`src/rtl/psw_xl_pkg.sv`:
```
package psw_xl_pkg;

  localparam int XL_W    = 2;
  localparam int RD_W    = 8;
  localparam int UXL_LSB = 0;
  localparam int SXL_LSB = 2;
  localparam int UBE_BIT = 4;
  localparam int SBE_BIT = 5;
  localparam int MBE_BIT = 6;

  typedef logic [XL_W-1:0] xl_t;

  // true when encoding v is nonzero and enabled in the support mask
  function automatic logic xl_sup(input logic [2:0] sup, input xl_t v);
    logic r;
    r = 1'b0;
    for (int i = 1; i <= 3; i++) begin
      if (int'(v) == i && sup[i-1]) r = 1'b1;
    end
    return r;
  endfunction

  // widest supported encoding that is not wider than cap
  function automatic xl_t xl_widest(input logic [2:0] sup, input xl_t cap);
    xl_t r;
    r = '0;
    for (int i = 1; i <= 3; i++) begin
      if (sup[i-1] && i <= int'(cap)) r = xl_t'(i);
    end
    return r;
  endfunction

endpackage

```
`src/rtl/psw_xl_field.sv`:
```
module psw_xl_field
  import psw_xl_pkg::*;
#(
  parameter bit         PRESENT = 1'b1,
  parameter bit         MIRROR  = 1'b0,
  parameter logic [2:0] SUP     = 3'b011
) (
  input  logic clk,
  input  logic rst_n,
  input  logic wr_en,
  input  xl_t  wr_val,
  input  xl_t  cap,
  input  logic widen,
  input  xl_t  src_q,
  input  xl_t  src_nx,
  output xl_t  q,
  output xl_t  nx
);

  generate
    if (!PRESENT) begin : g_absent
      logic unused_absent;
      assign unused_absent = ^{clk, rst_n, wr_en, wr_val, cap, widen, src_q, src_nx};
      assign q  = '0;
      assign nx = '0;
    end else if (MIRROR) begin : g_mirror
      logic unused_mirror;
      assign unused_mirror = ^{clk, rst_n, wr_en, wr_val, cap, widen};
      assign q  = src_q;
      assign nx = src_nx;
    end else begin : g_reg
      xl_t  q_r;
      xl_t  nx_c;
      logic load;
      logic unused_src;
      assign unused_src = ^{src_q, src_nx};

      always_comb begin
        nx_c = q_r;
        if (widen || (q_r > cap)) nx_c = xl_widest(SUP, cap);
        if (wr_en && xl_sup(SUP, wr_val) && (wr_val <= cap)) nx_c = wr_val;
      end

      assign load = (nx_c != q_r);

      always_ff @(posedge clk or negedge rst_n) begin
        if (!rst_n)    q_r <= xl_widest(SUP, 2'd3);
        else if (load) q_r <= nx_c;
      end

      assign q  = q_r;
      assign nx = nx_c;
    end
  endgenerate

endmodule

```
`src/rtl/psw_be_field.sv`:
```
module psw_be_field #(
  parameter bit PRESENT = 1'b1,
  parameter bit MIRROR  = 1'b0
) (
  input  logic clk,
  input  logic rst_n,
  input  logic wr_en,
  input  logic wr_bit,
  input  logic src,
  output logic q
);

  generate
    if (!PRESENT) begin : g_absent
      logic unused_absent;
      assign unused_absent = ^{clk, rst_n, wr_en, wr_bit, src};
      assign q = 1'b0;
    end else if (MIRROR) begin : g_mirror
      logic unused_mirror;
      assign unused_mirror = ^{clk, rst_n, wr_en, wr_bit};
      assign q = src;
    end else begin : g_reg
      logic q_r;
      logic unused_src;
      assign unused_src = src;

      always_ff @(posedge clk or negedge rst_n) begin
        if (!rst_n)     q_r <= 1'b0;
        else if (wr_en) q_r <= wr_bit;
      end

      assign q = q_r;
    end
  endgenerate

endmodule

```
`src/rtl/psw_xlbe_unit.sv`:
```
module psw_xlbe_unit
  import psw_xl_pkg::*;
#(
  parameter bit         HAS_S   = 1'b1,
  parameter bit         HAS_U   = 1'b1,
  parameter logic [2:0] XL_SUP  = 3'b011,
  parameter bit         SXL_RO  = 1'b0,
  parameter int         UXL_SRC = 0,
  parameter bit         SBE_RO  = 1'b0,
  parameter int         UBE_SRC = 0
) (
  input  logic            clk,
  input  logic            rst_n,
  input  logic            wr_en,
  input  logic [RD_W-1:0] wr_data,
  input  logic            mxl_chg,
  input  logic [XL_W-1:0] mxl_new,
  output logic [RD_W-1:0] rd_data,
  output logic [XL_W-1:0] mxl_o,
  output logic [XL_W-1:0] sxl_o,
  output logic [XL_W-1:0] uxl_o,
  output logic            mbe_o,
  output logic            sbe_o,
  output logic            ube_o
);

  localparam xl_t MXL_RST    = xl_widest(XL_SUP, 2'd3);
  localparam bit  UXL_FROM_S = (UXL_SRC == 2) && HAS_S;
  localparam bit  UBE_FROM_S = (UBE_SRC == 2) && HAS_S;

  xl_t  mxl_q, mxl_nx;
  logic mxl_ok, widen;
  xl_t  sxl_q, sxl_nx, uxl_q, uxl_nx;
  xl_t  uxl_src_q, uxl_src_nx, uxl_cap;
  logic mbe_q, sbe_q, ube_q, ube_src;

  // machine width: next-state and register
  always_comb begin
    mxl_ok = mxl_chg && xl_sup(XL_SUP, mxl_new);
    mxl_nx = mxl_ok ? mxl_new : mxl_q;
    widen  = mxl_ok && (mxl_q == 2'd1) && (mxl_new > 2'd1);
  end

  always_ff @(posedge clk or negedge rst_n) begin
    if (!rst_n)      mxl_q <= MXL_RST;
    else if (mxl_ok) mxl_q <= mxl_nx;
  end

  psw_xl_field #(.PRESENT(HAS_S), .MIRROR(SXL_RO), .SUP(XL_SUP)) u_sxl (
    .clk(clk), .rst_n(rst_n), .wr_en(wr_en),
    .wr_val(wr_data[SXL_LSB +: XL_W]), .cap(mxl_nx), .widen(widen),
    .src_q(mxl_q), .src_nx(mxl_nx), .q(sxl_q), .nx(sxl_nx)
  );

  assign uxl_src_q  = UXL_FROM_S ? sxl_q  : mxl_q;
  assign uxl_src_nx = UXL_FROM_S ? sxl_nx : mxl_nx;
  assign uxl_cap    = HAS_S ? sxl_nx : mxl_nx;

  psw_xl_field #(.PRESENT(HAS_U), .MIRROR(UXL_SRC != 0), .SUP(XL_SUP)) u_uxl (
    .clk(clk), .rst_n(rst_n), .wr_en(wr_en),
    .wr_val(wr_data[UXL_LSB +: XL_W]), .cap(uxl_cap), .widen(widen),
    .src_q(uxl_src_q), .src_nx(uxl_src_nx), .q(uxl_q), .nx(uxl_nx)
  );

  psw_be_field #(.PRESENT(1'b1), .MIRROR(1'b0)) u_mbe (
    .clk(clk), .rst_n(rst_n), .wr_en(wr_en),
    .wr_bit(wr_data[MBE_BIT]), .src(1'b0), .q(mbe_q)
  );

  psw_be_field #(.PRESENT(HAS_S), .MIRROR(SBE_RO)) u_sbe (
    .clk(clk), .rst_n(rst_n), .wr_en(wr_en),
    .wr_bit(wr_data[SBE_BIT]), .src(mbe_q), .q(sbe_q)
  );

  assign ube_src = UBE_FROM_S ? sbe_q : mbe_q;

  psw_be_field #(.PRESENT(HAS_U), .MIRROR(UBE_SRC != 0)) u_ube (
    .clk(clk), .rst_n(rst_n), .wr_en(wr_en),
    .wr_bit(wr_data[UBE_BIT]), .src(ube_src), .q(ube_q)
  );

  logic unused_nx;
  assign unused_nx = ^uxl_nx;

  always_comb begin
    rd_data = '0;
    rd_data[UXL_LSB +: XL_W] = uxl_q;
    rd_data[SXL_LSB +: XL_W] = sxl_q;
    rd_data[UBE_BIT]         = ube_q;
    rd_data[SBE_BIT]         = sbe_q;
    rd_data[MBE_BIT]         = mbe_q;
  end

  assign mxl_o = mxl_q;
  assign sxl_o = sxl_q;
  assign uxl_o = uxl_q;
  assign mbe_o = mbe_q;
  assign sbe_o = sbe_q;
  assign ube_o = ube_q;

endmodule

```
`config.mk`:
```
export PLATFORM = sky130hd
export DESIGN_NAME = psw_xlbe_unit
export DESIGN_NICKNAME = d
export VERILOG_FILES = /design/src/rtl/psw_xl_pkg.sv /design/src/rtl/psw_xl_field.sv /design/src/rtl/psw_be_field.sv /design/src/rtl/psw_xlbe_unit.sv
export SDC_FILE = /design/constraint.sdc
export NUM_CORES = 1
export LEC_CHECK = 0
export BUFFER_PORTS_ARGS = -buffer_cell sky130_fd_sc_hd__buf_4
export CORE_MARGIN = 3
export CORE_UTILIZATION = 49
export CTS_BUF_LIST = sky130_fd_sc_hd__clkbuf_16
export CTS_CLUSTER_SIZE = 40
export DETAILED_ROUTE_END_ITERATION = 7
export GPL_TIMING_DRIVEN = 0
export PLACE_DENSITY = 0.82
export SLEW_MARGIN = 10
export SYNTH_ARGS = -nofsm -noshare
export SYNTH_HDL_FRONTEND = slang
export SYNTH_SLANG_ARGS = --single-unit
```
`constraint.sdc`:
```
create_clock -name clk -period 5.9 [get_ports clk]
set_clock_uncertainty 0.15 [all_clocks]
set_input_delay 1.18 -clock clk [delete_from_list [all_inputs] [get_ports clk]]
set_output_delay 1.18 -clock clk [all_outputs]
set_load 0.01 [all_outputs]
```
==> flow_summary_export.csv, run 1 <==
group,metric,value,unit
drt,vias_per_cell,5.42,
setup_path,crit_top_cell,"ha_1",
power_and_ir_drop,cellLeakagePower,0.518,nW
synth,synth.area.top_cells,"dfrtp_1, ha_1, dfstp_2, buf_4, mux2_2",
power_and_ir_drop,cellPowerDensity,424,nW/µm²
run_status,status,"finished clean",
drt,route.detailed.drc,0,
synth,ys_async_sr_fraction,1.00,
synth,synth_common_cells,"buf_4, ha_1, inv_1, dfrtp_1",
synth,synthFlopType,"dfrtp_1",
cells_and_area,syn2layout_area_growth,41.2,%
power_and_ir_drop,vdd_drop_max,0.388,mV
sta,fmax,220,MHz
clock_network,postCtsSetupBuffers,0,
synth,yosys.area.top_type,"dfrtp_1",
clock_network,clk_latency,0.24,ns
setup_path,cp.required,5.88,ns
drt,ant_nets,0,
synth,synth_edf_count,0,
sta,timing.setup.tns,0,ns
drt,drt_iter0_drc,1,
sta,finalHoldViolCount,0,
cells_and_area,diodes,0,
placement,gp_congestion,0.834,
global_route,grt_util_all_layers,0.204,
global_route,grt_max_degree,10,
placement,dp_hpwl,1.30,mm
clock_network,root_buffer,"clkbuf_16",
drt,vias,645,
setup_path,critPathMaxFanout,4,
clock_network,cts_buffer_depth,2,
clock_network,clock-sinks,9,
placement,io_buffers,27,
cells_and_area,fin_nets,126,
setup_path,path_cells,"buf_4 > inv_1 > ha_1 > nor2b_4 > mux2_1 > ha_1 > o211ai_1 > nand2b_1 > a21oi_1 > inv_1 > ha_1 > nor2b_1 > o21ai_0 > nand3_1 > nand3_1 > o21ai_0 > a21o_1",
clock_network,htreeDepth,1,
drt,finalWirelength,1.62,mm
floorplan,die_h,44.6,µm
flow_run,drv_cap,0,
hold_path,hold_path.class,"flop to flop",
synth,seq_area_frac_synth,0.314,
clock_network,cts_buffers,3,
drt,firstDrtPassIters,2,
synth,yosys_warnings,0,
sta,setup_viol,0,
synth,synth_area_per_cell,9.99,µm²
sta,period_needed,4.54,ns
cells_and_area,final_cells,119,
sta,drv_slew,0,
floorplan,row_count,13,
global_route,first_global_vias,666,
floorplan,die-area,1990,µm²
setup_path,path_class,"input pin to flop",
global_route,grt-ovfl-total,0,
sta,min_period_over_period,0.769,
clock_network,clkTransAtPathRegs,0.04,ns
drt,wl_per_cell,13.6,µm
setup_path,worstPathArrival,4.51,ns
synth,syn_nets,94,
setup_path,start_kind,"input pin",
floorplan,io_pins,31,
floorplan,core-area,1350,µm²
cells_and_area,drive_gt1_frac,0.490,
setup_path,max_stage_delay,0.41,ns
synth,synth-seq-cells,9,
synth,synth.most_common_cell,"buf_4",
synth,syn_area,729,µm²
sta,rsz0062_at_grt,"no",
synth,netlist_instances,73,
clock_network,cts_tree,"built",
global_route,grt_antenna_before_repair,0,
floorplan,initial_utilization,0.540,
global_route,grt_pass1_wl,2.93,mm
clock_network,cts_hold_buf,0,
placement,dpl.cell_count,115,
synth,ys_types,31,
clock_network,cts_resized,0,
synth,synth_top_area_frac,0.206,
setup_path,end_kind,"flop",
floorplan,die_w,44.6,µm
setup_path,cpMaxStageDelayCell,"mux2_1",
registers in the layout (all words and copies together) (netlist names):
signal,cells
mxl_o,2
u_sxl.q,2
u_uxl.q,2
u_mbe.q,1
u_sbe.q,1
u_ube.q,1
critical path, delay by kind of cell:
family          cells  cell delay, ns
fa+ha+maj           3            0.96
compound gates      5            0.88
simple gates        5            0.81
mux                 1            0.41
buf+inv             3            0.27
cell type report:
cell class / count / area (µm²)
Fill cell: 107 / 320
Timing Repair Buffer: 27 / 203
Sequential cell: 9 / 229
Inverter: 7 / 26.3
Clock inverter: 1 / 3.75
Tap cell: 15 / 18.8
Buffer: 9 / 63.8
Clock buffer: 3 / 75.1
Multi-Input combinational cell: 48 / 410
stage by stage:
stage	area, µm²	hold slack (ns)	power [mW]	util	worst slack (ns)
final	1030	0.387	0.437	0.763	1.36
after global routing	1030	0.428	0.472	0.763	1.11
after CTS	1030	0.394	0.439	0.763	1.35
after detailed placement	951	0.385	0.319	0.704	1.13
after global placement	951	0.370	0.309	0.704	1.30
after floorplan	729	0.423	0.243	-	1.67
cells by family after synthesis:
group	share of synthesized area
AOI/OAI and AO/OA	0.161
xor gates and xnor gates	0.0120
adders and majority gates	0.135
buffers and inverters	0.124
DFF	0.314
muxes	0.122
other	0.00514
and+or+nand+nor	0.127
final timing paths:
check / cells past startpoint / startpoint / slack, ns / to
min in group asynchronous: 1 / rst_n / 0.61 / u_uxl.q[0]
min reg2reg: 1 / u_mbe.q / 0.39 / u_mbe.q
min: 1 / u_mbe.q / 0.39 / u_mbe.q
max in group asynchronous: 1 / rst_n / 4.77 / u_sxl.q[1]
max: 17 / mxl_new[1] / 1.36 / u_uxl.q[0]
max reg2reg: 13 / mxl_o[0] / 2.60 / u_uxl.q[0]
metal layers:
metal / vias up / GRT usage / wire, µm / share of wire
met3: 2 / 0.0813 / 141 / 0.087
met5: - / 0 / 0 / 0
met4: 0 / 0.0361 / 9 / 0.0055
met2: 23 / 0.344 / 771 / 0.47
met1: 309 / 0.244 / 702 / 0.43
li1: 311 / - / - / -
power breakdown:
group          switching, mW  total [mW]  internal [mW]
sequential            0.0161      0.0981         0.0820
combinational          0.101       0.220          0.119
clock                 0.0301       0.119         0.0886
cells in the final DEF (no fill, tap or decap), types with 3 or more instances in the layout:
cell	Yosys	layout
dfrtp_1	6	6
nor2b_1	3	3
mux2_2	4	4
inv_1	7	8
nand2b_1	3	3
buf_4	8	35
o21ai_0	3	3
ha_1	7	7
nor2_1	4	4
dfstp_2	3	3
clkbuf_16	0	3
Power figures use the tool's default switching activity.
==> run 2: changes to the inputs <==
- ABC_AREA: not set -> 1
- CORE_UTILIZATION: 49 -> 42
- PLACE_DENSITY: 0.82 -> 0.74
- clock period: 5.9 -> 3.9 ns (I/O delays scaled with it)
==> flow_summary_export.csv, run 2 <==
group,metric,value,unit
drt,vias,718,
sta,finalHoldViolCount,0,
synth,synth.most_common_cell,"nand2_1",
floorplan,die_h,48.5,µm
synth,yosys.area.top_type,"dfrtp_1",
drt,finalWirelength,1.68,mm
synth,synth_edf_count,0,
run_status,status,"finished clean",
placement,place_ws,0.237,ns
clock_network,root_buffer,"clkbuf_16",
clock_network,cts_buffers,3,
drt,drt_iter0_drc,7,
global_route,grt_antenna_before_repair,0,
global_route,grt_pass1_wl,2.99,mm
global_route,grt_max_degree,10,
setup_path,start_kind,"input pin",
sta,timing.setup.tns,0,ns
drt,ant_nets,0,
setup_path,cp.required,3.91,ns
sta,drv_slew,0,
placement,placed_area,998,µm²
floorplan,initial_utilization,0.476,
power_and_ir_drop,vdd_drop_max,0.479,mV
power_and_ir_drop,cellLeakagePower,0.600,nW
hold_path,hold_path.class,"input pin to asynchronous set/reset pin",
drt,wl_per_cell,10.8,µm
synth,seq_area_frac_synth,0.302,
floorplan,row_count,14,
setup_path,end_kind,"flop",
sta,rsz0062_at_grt,"no",
cells_and_area,drive_gt1_frac,0.455,
cells_and_area,layout_common_cells,"buf_4, inv_1, nand2_1",
synth,netlist_instances,100,
synth,syn_nets,121,
synth,synth_area_per_cell,7.58,µm²
clock_network,clock-sinks,9,
sta,min_period_over_period,0.875,
clock_network,postCtsSetupBuffers,0,
clock_network,cts_buffer_depth,2,
drt,firstDrtPassIters,4,
floorplan,io_pins,31,
power_and_ir_drop,cellPowerDensity,633,nW/µm²
clock_network,clkTransAtPathRegs,0.04,ns
setup_path,worstPathArrival,3.43,ns
clock_network,htreeDepth,1,
clock_network,cts_tree,"built",
cells_and_area,syn2layout_area_growth,42.1,%
global_route,grt_util_all_layers,0.161,
cells_and_area,final_common_cell,"buf_4",
clock_network,cts_resized,0,
cells_and_area,diodes,0,
setup_path,path_class,"input pin to flop",
global_route,grt-ovfl-total,0,
cells_and_area,final_area,1080,µm²
placement,io_buffers,28,
synth,synth_top_area_frac,0.198,
sta,setup_viol,0,
floorplan,die-area,2350,µm²
sta,period_needed,3.41,ns
global_route,first_global_vias,710,
synth,synth_common_cells,"nand2_1, inv_1, buf_4, nand2_2",
synth,synth-seq-cells,9,
sta,fmax,293,MHz
placement,dp_hpwl,1.41,mm
sta,holdWs,0.211,ns
cells_and_area,fin_nets,154,
drt,vias_per_cell,4.60,
floorplan,die_w,48.5,µm
clock_network,cts_hold_buf,0,
drt,route.detailed.drc,0,
synth,syn_area,758,µm²
floorplan,core-area,1590,µm²
synth,ys_async_sr_fraction,1.00,
setup_path,critPathMaxFanout,4,
placement,gp_congestion,0.722,
power_and_ir_drop,power,0.682,mW
synth,synth.area.top_cells,"dfrtp_1, ha_1, dfstp_2, nand2_1, inv_1",
synth,ys_types,22,
synth,yosys_warnings,0,
clock_network,clk_latency,0.23,ns
synth,synthFlopType,"dfrtp_1",
sta,setup_slack,0.486,ns
flow_run,drv_cap,0,
-- run 2: cell types whose count changed in the layout (fill, tap and decap cells not counted), moves of 2 or more --
cell / before / now
nand2_1: 2 / 18
inv_1: 8 / 18
nand2_2: 0 / 8
nand3_1: 2 / 7
nand2b_1: 3 / 0
nor2_1: 4 / 7
nor2b_1: 3 / 0
o211ai_1: 2 / 0
o21ai_0: 3 / 5
-- run 2: worst max-delay path, cell delays in order --
cell,delay (ns)
buf_4,0.12
ha_1,0.32
nor2_2,0.14
nand2_1,0.10
nand2_2,0.10
ha_1,0.24
o21ai_0,0.22
nand2_2,0.11
nand2_2,0.08
nand2_1,0.06
nand2_2,0.10
inv_1,0.07
ha_1,0.29
inv_1,0.05
nor2_1,0.03
o21ai_0,0.13
nand4_1,0.16
o21ai_0,0.11
inv_1,0.07
a21oi_2,0.13
-- run 2: area by class of cell --
type,count,area (µm²)
flip-flops and latches,9,229
repair buffers,28,210
multi-input cells,65,402
fillers,132,517
clock inverters,1,3.75
well taps,24,30.0
inverters,18,67.6
plain buffers,8,60.1
clock buffers,3,75.1
-- run 2: worst paths after layout --
kind / startpoint / to / slack (ns) / cells after the start
setup / recovery: mxl_new[0] / u_uxl.q[0] / 0.49 / 20
hold / removal: rst_n / u_mbe.q / 0.21 / 1
setup reg to reg: mxl_o[0] / u_uxl.q[0] / 1.20 / 17
hold reg to reg: mxl_o[1] / mxl_o[1] / 0.37 / 2
max in group asynchronous: rst_n / u_sxl.q[1] / 3.17 / 1
min in group clk: mxl_o[1] / mxl_o[1] / 0.37 / 2
-- run 2: routing by layer --
layer  track usage  routed length (µm)  part of all wire
met1         0.190                 703              0.42
met4        0.0569                  21             0.013
met5             0                   0                 0
met2         0.278                 829              0.49
met3        0.0460                 123             0.073
-- run 2: power breakdown --
| group | internal [mW] | switching [mW] |
|---|---|---|
| sequential | 0.126 | 0.0196 |
| clock | 0.134 | 0.0451 |
| combinational | 0.174 | 0.184 |
-- run 2: kinds of logic after synthesis --
group	Yosys count	synth area share
mux	3	0.0446
simple gates	46	0.305
compound gates	8	0.0594
buf+inv	26	0.168
other cells	1	0.00495
flops	9	0.302
fa+ha+maj	7	0.116
-- run 2: through the flow --
step | instances | utilization
final | 156 | 0.676
after global routing | 156 | 0.676
after CTS | 156 | 0.676
after detailed placement | 152 | 0.626
after global placement | 152 | 0.626
after floorplan | 100 | -
